$ cat src/rtl/fmrd_pkg.sv
package fmrd_pkg;

    typedef enum logic [1:0] {
        CYC_NORMAL = 2'd0,
        CYC_SET    = 2'd1,
        CYC_RESET  = 2'd2
    } cycle_e;

    typedef struct packed {
        logic pix_clear;
        logic pix_reload;
        logic pix_step;
        logic line_load;
        logic line_adv;
        logic start_load;
        logic oe_next;
    } ctl_t;

    function automatic cycle_e classify(input logic rst_strobe, input logic set_strobe);
        if (rst_strobe)
            return CYC_RESET;
        else if (set_strobe)
            return CYC_SET;
        else
            return CYC_NORMAL;
    endfunction

endpackage

$ cat src/rtl/fmrd_decode.sv
module fmrd_decode
    import fmrd_pkg::*;
(
    input  logic en_mode,
    input  logic addr_load,
    input  logic ptr_reset,
    input  logic line_step,
    output ctl_t ctl
);
    cycle_e kind;

    always_comb begin
        kind = classify(ptr_reset, addr_load);
        ctl  = '0;
        unique case (kind)
            CYC_RESET: begin
                ctl.pix_clear  = ~en_mode;
                ctl.pix_reload = en_mode;
                ctl.line_adv   = line_step;
            end
            CYC_SET: begin
                ctl.pix_step   = en_mode;
                ctl.line_load  = 1'b1;
                ctl.start_load = 1'b1;
                ctl.oe_next    = en_mode;
            end
            default: begin
                ctl.pix_step   = en_mode;
                ctl.oe_next    = en_mode;
            end
        endcase
    end
endmodule

$ cat src/rtl/fmrd_wrap_ctr.sv
module fmrd_wrap_ctr #(
    parameter int W    = 10,
    parameter int LAST = 719
) (
    input  logic         clk,
    input  logic         rst,
    input  logic         clear,
    input  logic         load,
    input  logic [W-1:0] load_val,
    input  logic         step,
    output logic [W-1:0] q
);
    localparam logic [W-1:0] END_VAL = W'(LAST);

    always_ff @(posedge clk) begin
        if (rst)
            q <= '0;
        else if (clear)
            q <= '0;
        else if (load)
            q <= load_val;
        else if (step)
            q <= (q == END_VAL) ? '0 : q + W'(1);
    end
endmodule

$ cat src/rtl/fmrd_start_reg.sv
module fmrd_start_reg #(
    parameter int W = 10
) (
    input  logic         clk,
    input  logic         rst,
    input  logic         load,
    input  logic [W-1:0] d,
    output logic [W-1:0] q
);
    always_ff @(posedge clk) begin
        if (rst)
            q <= '0;
        else if (load)
            q <= d;
    end
endmodule

$ cat src/rtl/fm_read_addr_ctrl.sv
module fm_read_addr_ctrl
    import fmrd_pkg::*;
#(
    parameter int LINE_W    = 9,
    parameter int PIX_W     = 10,
    parameter int LAST_LINE = 287,
    parameter int LAST_PIX  = 719
) (
    input  logic              clk,
    input  logic              rst,
    input  logic              en_mode,
    input  logic              addr_load,
    input  logic              ptr_reset,
    input  logic              line_step,
    input  logic [LINE_W-1:0] line_in,
    input  logic [PIX_W-1:0]  pix_in,
    output logic [LINE_W-1:0] line_addr,
    output logic [PIX_W-1:0]  pix_addr,
    output logic              out_en
);
    ctl_t             ctl;
    logic [PIX_W-1:0] start_pix;

    fmrd_decode u_dec (
        .en_mode   (en_mode),
        .addr_load (addr_load),
        .ptr_reset (ptr_reset),
        .line_step (line_step),
        .ctl       (ctl)
    );

    fmrd_start_reg #(.W(PIX_W)) u_start (
        .clk  (clk),
        .rst  (rst),
        .load (ctl.start_load),
        .d    (pix_in),
        .q    (start_pix)
    );

    fmrd_wrap_ctr #(.W(PIX_W), .LAST(LAST_PIX)) u_pix (
        .clk      (clk),
        .rst      (rst),
        .clear    (ctl.pix_clear),
        .load     (ctl.pix_reload),
        .load_val (start_pix),
        .step     (ctl.pix_step),
        .q        (pix_addr)
    );

    fmrd_wrap_ctr #(.W(LINE_W), .LAST(LAST_LINE)) u_line (
        .clk      (clk),
        .rst      (rst),
        .clear    (1'b0),
        .load     (ctl.line_load),
        .load_val (line_in),
        .step     (ctl.line_adv),
        .q        (line_addr)
    );

    always_ff @(posedge clk) begin
        if (rst)
            out_en <= 1'b0;
        else
            out_en <= ctl.oe_next;
    end
endmodule

$ cat config.mk
export PLATFORM = sky130hd
export DESIGN_NAME = fm_read_addr_ctrl
export DESIGN_NICKNAME = d
export VERILOG_FILES = /design/src/rtl/fmrd_pkg.sv /design/src/rtl/fmrd_decode.sv /design/src/rtl/fmrd_wrap_ctr.sv /design/src/rtl/fmrd_start_reg.sv /design/src/rtl/fm_read_addr_ctrl.sv
export SDC_FILE = /design/constraint.sdc
export NUM_CORES = 1
export LEC_CHECK = 0
export ABC_AREA = 1
export BUFFER_PORTS_ARGS = -buffer_cell sky130_fd_sc_hd__buf_2
export CAP_MARGIN = 30
export CELL_PAD_IN_SITES_DETAIL_PLACEMENT = 1
export CELL_PAD_IN_SITES_GLOBAL_PLACEMENT = 1
export CORE_ASPECT_RATIO = 0.7
export CORE_MARGIN = 2
export CORE_UTILIZATION = 35
export DETAILED_ROUTE_END_ITERATION = 16
export HOLD_SLACK_MARGIN = 0.08
export PLACE_DENSITY_LB_ADDON = 0.1
export SLEW_MARGIN = 20
export SYNTH_ARGS = -nofsm -noshare
export SYNTH_HDL_FRONTEND = slang
export SYNTH_SLANG_ARGS = --single-unit
$ cat constraint.sdc
create_clock -name clk -period 1.5 [get_ports clk]
set_input_delay 0.075 -clock clk [delete_from_list [all_inputs] [get_ports clk]]
set_output_delay 0.075 -clock clk [all_outputs]
set_load 0.02 [all_outputs]
==> reports/results.txt, run 1 <==
Status = complete, no violations
Clock skew = 0.00434 ns
Post-synthesis sequential area ratio = 35.3%
Routed wire length = 5.07 mm
Worst slew pin tran = 0.476 ns
Fill cell count = 630
Compound-Gate Fraction of Synth Area = 19.1%
Vias = 1,789
Slew Viols, Final = 0
Clock period minus worst slack = 1.43 ns
Max incr delay on CP = 0.53 ns
DR iter-0 viols = 70
DR DRC count = 0
ANT cells = 0
Synthesized area = 1700 um^2
Achievable Freq = 701 MHz
Largest net degree at the start of global routing = 18
Mapped Nets = 277
RSZ-0062 raised after global routing = yes
Final Wtd Congestion = 0.800
Antenna viol nets, final = 0
Share of flip-flops with an asynchronous set or reset = 0%
Crit start category = input pin
Rows = 21
Vias/cell = 4.77
Global-route wire length before repair = 8.67 mm
Largest delay share family, worst path = buffers and inverters
Total global routing overflow = 0
P_leak = 1.01 nW
Fin Hold WS = 0.0896 ns
Post-synthesis mux area share = 0%
CP max FO = 17
Share of post-route cells with drive strength above 1 = 29.2%
Top Ports = 45
Library cells used by synthesis = 31
Die area = 5440 um^2
CP endpoint kind = register
Grt met1 use = 31.9%
Placed cell count = 353
Clk sinks = 30
Critical path class = in -> reg
CP cell instances = dlygate4sd3_1 > clkbuf_4 > inv_2 > nand2_8 > clkinv_8 > a21oi_1 > nand3_1 > a21oi_2
Switch share = 29.4%
VDD IR max = 0.428 mV
Die W = 87.3 um
Synth warn = 0
Synth Instances = 250
Clock Path Buffers = 2
Area share of and/or/nand/nor cells after synthesis = 31.7%
Critical path's slowest cell = dlygate4sd3_1
1st-pass router iterations = 4
Final nets = 344
Worst Hold Class = in -> reg
Switch Pwr = 0.557 mW
GRT Total Usage = 20.6%
Comb power frac = 17.6%
Placed standard-cell area = 2020 um^2
Post-Synth Adder-Cell Area = 1.47%
Synth Area per Inst = 6.80 um^2
Cts bufs inserted = 5
Final-report setup violation count = 0
Post-route insts no fill = 375
Required time worst endpoint = 1.72 ns
PD cells = 831 nW/um^2
Area growth syn-to-layout = 34.2%
DR WL/cell = 13.5 um
Die span in y = 62.3 um
FF+latch area = 603 um^2
Sequential share of power = 45.7%
Clock Pin Slew Worst Setup and Hold Paths = 0.07 ns
Clock Power Share = 36.8%
P_int = 1.34 mW
Busiest layer in global routing = met1
Ys flop type = dfxtp_1
Buf+Inv Stages, Crit Path = 4
Multi-input gate area = 942 um^2
Relative slew slack = 68.3%
WP data arrival = 1.65 ns
Grt met3 use = 5.05%
XOR/XNOR Fraction of Synth Area = 2.06%
Largest family of logic cells by synthesized area = simple AND/OR/NAND/NOR gates
Root Buffer = clkbuf_8
CTS tree = built
Vias in the first global route = 1,806
Synthesized flop and latch total = 30
Hold Fails Final Rpt = 0
Final period util = 95.2%
Initial antenna violation count = 0
DP Wirelength = 3.85 mm
Fin area = 2280 um^2
Initial Util = 36.0%
EDFF count, synth = 0
Grt met2 use = 27.8%
Worst skew pair latency = 0.28 ns
IO buf count = 44
Htree depth = 2
Area of the core = 4730 um^2
MaxCap Viol Count = 0
[registers in the layout, indices dropped and copies added, names as in the netlist]
| register | flops |
|---|---|
| out_en | 1 |
| u_line.q | 9 |
| u_pix.q | 10 |
| u_start.q | 10 |
[tightest hold or removal path: stages]
cell     delay, ns
buf_2         0.09
nand2_1       0.07
a31oi_1       0.08
[kinds of logic after synthesis]
group	count (synthesis)
DFF	30
xor gates and xnor gates	4
buffers and inverters	43
adders and majority gates	2
and+or+nand+nor	118
AOI/OAI and AO/OA	53
[worst paths after layout]
kind                     start      endpoint  slack [ns]  depth (start not counted)
setup reg to reg    u_pix.q[0]    u_pix.q[8]        0.11                          9
hold / removal      line_in[2]   u_line.q[2]        0.09                          3
hold reg to reg   u_start.q[0]  u_start.q[0]        0.47                          2
setup / recovery     ptr_reset   u_line.q[3]        0.07                          8
[power by group through the flow]
stage	clock network [mW]	logic (mW)	registers (mW)
6_report	0.698	0.333	0.867
5_1_grt	0.748	0.377	0.873
4_1_cts	0.713	0.330	0.866
3_5_place_dp	0	0.306	0.884
3_3_place_gp	0	0.302	0.882
2_1_floorplan	0	0.165	0.908
[synth_stat cells, types with 2 or more instances]
cell | instances | share of area [%]
o21ba_1 | 2 | 1.2
o21ai_0 | 19 | 5.6
a31oi_1 | 2 | 0.74
nor2_4 | 2 | 1.3
ha_1 | 2 | 1.5
nand3_1 | 12 | 3.5
buf_2 | 3 | 0.88
xor2_1 | 3 | 1.5
o21ai_2 | 6 | 3.1
inv_2 | 6 | 1.3
nor3_1 | 2 | 0.59
a21oi_2 | 5 | 2.6
o22ai_1 | 4 | 1.5
a21oi_1 | 14 | 4.1
nand4_1 | 7 | 2.6
inv_1 | 30 | 6.6
nand2_1 | 55 | 12
dfxtp_1 | 30 | 35
nor2_1 | 34 | 7.5
[cells in the final DEF (no fill, tap or decap), types with 2 or more instances in the layout]
cell type      synthesis  final
o22ai_1                4      4
clkbuf_8               0      6
buf_4                  1      9
o21ai_0               19     19
nand2_1               55     55
xor2_1                 3      2
dfxtp_1               30     28
nor2_1                34     34
buf_2                  3     43
nor2_4                 2      2
inv_1                 30     30
o21ai_2                6      6
a21oi_1               14     13
inv_2                  6      6
a31oi_1                2      2
nand4_1                7      7
a21oi_2                5      6
dlygate4sd3_1          0     12
o21ba_1                2      2
dfxtp_2                0      2
nand3_1               12     12
nor3_1                 2      2
[area by class of cell]
cell class,count,area share (%)
inverter,38,7.02
clock inverter,2,0.548
timing repair buffer,65,18.0
tap,57,3.12
clock buffer,6,3.62
sequential,30,26.4
multi-input combinational,177,41.3
[metrics by stage]
stage	total power [mW]	setup TNS [ns]	setup slack (ns)	util, %
2_1_floorplan	1.07	0	0.0505	-
3_3_place_gp	1.18	0	0.148	42.7
3_5_place_dp	1.19	0	0.104	42.7
4_1_cts	1.91	0	0.0385	47.2
5_1_grt	2.00	-0.0472	-0.0239	48.3
6_report	1.90	0	0.0725	48.3
[metal layers]
layer	up-vias	part of all wire [%]	wire [um]
met5	-	0	0
met4	0	0.85	43
met3	5	4.8	243
met2	37	38	1930
met1	811	56	2850
li1	936	-	-
[what timing repair did]
| action | in CTS | in global routing |
|---|---|---|
| resized for setup | 0 | 9 |
| hold buffers | 12 | 0 |
| endpoints found under the setup margin | 0 | 10 |
| hold endpoints to repair | 12 | 0 |
| buffers inserted | 0 | 2 |
(Power assumes the default switching activity.)
==> run 2: changes to the inputs <==
- CORE_UTILIZATION: 35 -> 36
==> run 2 against run 1 <==
  * Cell count down 0.27%
  * Clock power grew 50%
  * Sequential power hardly changed
  * Critical path depth increased by 2
  * Global-route usage increased by 1.0 points
  * Maximum frequency fell by 1.4%
  * Hold slack better by 0.0027 ns
  * Die area is 2.6% lower
  * Critical endpoint is now u_line.q[7]
  * Highest routed layer unchanged
==> reports/results.txt, run 2 (synthesis results as in run 1) <==
Switch Pwr = 0.573 mW (+2.9%)
Post-place setup slack = 0.0728 ns (-0.0311 ns)
Placed standard-cell area = 2020 um^2 (-0.12%)
Fin util = 52.2% (+3.9 points)
Comb power frac = 14.9% (-2.7 points)
Critical path class = in -> reg
Global-route wire length before repair = 8.58 mm (-1.0%)
Die span in y = 61.5 um (-1.3%)
Antenna viol nets, final = 0 (unchanged)
MaxCap Viol Count = 0 (unchanged)
Vias in the first global route = 1,750 (-3.1%)
Clock Path Buffers = 2 (unchanged)
Clock Pin Slew Worst Setup and Hold Paths = 0.07 ns (about the same)
Die area = 5300 um^2 (-2.6%)
Critical path's slowest cell = dlygate4sd3_1
Area of the core = 4430 um^2 (-6.3%)
IO buf count = 44 (unchanged)
Hold Fails Final Rpt = 0 (unchanged)
Post-route insts no fill = 374 (-0.27%)
Final period util = 96.5% (+1.3 points)
P_int = 1.68 mW (+25%)
Total global routing overflow = 0 (unchanged)
Cts bufs inserted = 5 (unchanged)
P_leak = 1.04 nW (+2.6%)
CTS tree = built
CP cell instances = dlygate4sd3_1 > buf_2 > inv_2 > nand2_8 > inv_8 > nor2_8 > inv_4 > o21ai_1 > a21oi_1 > nor2_1
Die W = 86.1 um (-1.3%)
Largest delay share family, worst path = buffers and inverters
Placed cell count = 351 (-0.57%)
PD cells = 975 nW/um^2 (+17%)
Fin area = 2310 um^2 (+1.3%)
Vias/cell = 4.84 (+1.6%)
Most frequent cells in the layout = nand2_1, buf_2, nor2_1
Sequential share of power = 38.5% (-7.2 points)
Slew Viols, Final = 0 (unchanged)
Final Wtd Congestion = 0.795 (-0.60%)
CP endpoint kind = register
Fill cell count = 605 (-4.0%)
Initial Util = 38.4% (+2.4 points)
DR WL/cell = 14.2 um (+5.1%)
Status = complete, no violations
ANT cells = 0 (unchanged)
Required time worst endpoint = 1.69 ns (-0.03 ns)
Worst Hold Class = in -> reg
WP data arrival = 1.63 ns (-0.02 ns)
Top Ports = 45 (unchanged)
Initial antenna violation count = 0 (unchanged)
Root Buffer = clkbuf_8
Worst skew pair latency = 0.29 ns (about the same)
Largest net degree at the start of global routing = 18 (unchanged)
Crit start category = input pin
Worst setup margin = 0.0522 ns (-0.0202 ns)
DR iter-0 viols = 68 (-2.9%)
1st-pass router iterations = 4 (unchanged)
Routed wire length = 5.31 mm (+4.8%)
Clock period minus worst slack = 1.45 ns (+0.0202 ns)
VDD IR max = 0.421 mV (-1.8%)
CP max FO = 17 (unchanged)
GRT Total Usage = 21.6% (+1.0 points)
Htree depth = 2 (unchanged)
Area growth syn-to-layout = 35.9%
DP Wirelength = 4.00 mm (+3.8%)
Final nets = 345 (+0.29%)
Rows = 20 (-4.8%)
Final-report setup violation count = 0 (unchanged)
RSZ-0062 raised after global routing = yes
Commonest non-fill, non-tap cell in the layout = nand2_1
Relative slew slack = 67.8% (-0.43 points)
Max incr delay on CP = 0.54 ns (about the same)
Buf+Inv Stages, Crit Path = 5 (+1)
Largest regs = u_pix.q: 10 flops, u_start.q: 10 flops, u_line.q: 9 flops
Clk sinks = 30 (unchanged)
Worst slew pin tran = 0.482 ns (+0.00641 ns)
Vias = 1,812 (+1.3%)
Achievable Freq = 691 MHz (-1.4%)
DR DRC count = 0 (unchanged)
Share of post-route cells with drive strength above 1 = 28.8% (-0.41 points)
Clock skew = 0.00574 ns (+0.00140 ns)
Switch share = 25.4% (-3.9 points)
Clock Power Share = 46.7% (+9.9 points)
run 2: stage by stage:
| step | hold slack, ns | setup TNS [ns] | power (mW) |
|---|---|---|---|
| 6_report | 0.0923 | 0 | 2.25 |
| 2_1_floorplan | 0.154 | 0 | 1.07 |
| 5_1_grt | 0.119 | -0.104 | 2.35 |
| 3_3_place_gp | 0.325 | 0 | 1.18 |
| 3_5_place_dp | 0.333 | 0 | 1.19 |
| 4_1_cts | 0.0897 | 0 | 2.27 |
run 2: final timing paths:
check | to | from | depth (start not counted) | slack (ns)
min reg2reg | u_start.q[1] | u_start.q[1] | 2 | 0.48
max reg2reg | u_pix.q[8] | u_pix.q[1] | 8 | 0.06
min | u_line.q[1] | line_in[1] | 3 | 0.09
max | u_line.q[7] | ptr_reset | 10 | 0.05
run 2: area by class of cell:
| class | instances | area (um^2) | share of cell area (%) |
|---|---|---|---|
| Clock buffer | 6 | 82.6 | 3.57 |
| Sequential cell | 30 | 602 | 26.0 |
| Timing Repair Buffer | 66 | 415 | 18.0 |
| Multi-Input combinational cell | 177 | 930 | 40.2 |
| Clock inverter | 2 | 60.1 | 2.60 |
| Tap cell | 55 | 68.8 | 2.98 |
| Inverter | 38 | 153 | 6.61 |
run 2: worst reg2reg max path: cells and delay by family, from the launching register on:
family                     cells  cell delay, ns
adders and majority gates      1            0.20
DFF                            1            0.36
buffers and inverters          1            0.07
AOI/OAI and AO/OA              1            0.12
and+or+nand+nor                5            0.57
run 2: power by group through the flow:
stage | clock network [mW] | registers [mW] | logic (mW)
2_1_floorplan | 0 | 0.908 | 0.165
3_3_place_gp | 0 | 0.881 | 0.302
3_5_place_dp | 0 | 0.884 | 0.308
4_1_cts | 1.07 | 0.866 | 0.334
5_1_grt | 1.11 | 0.871 | 0.373
6_report | 1.05 | 0.866 | 0.335
run 2: what timing repair did:
item | 4_1_cts | 5_1_grt
resized for setup | 0 | 3
buffers inserted | 0 | 3
setup endpoints to repair | 0 | 8
endpoints found under the hold margin | 12 | 0
hold buffers | 12 | 0
run 2: routing by layer:
metal / part of all wire, % / global-route usage, % / vias up
li1: - / - / 939
met1: 54 / 31.5 / 828
met2: 40 / 32.6 / 39
met3: 4.6 / 5.36 / 6
met4: 0.75 / 4.08 / 0
met5: 0 / 0 / -
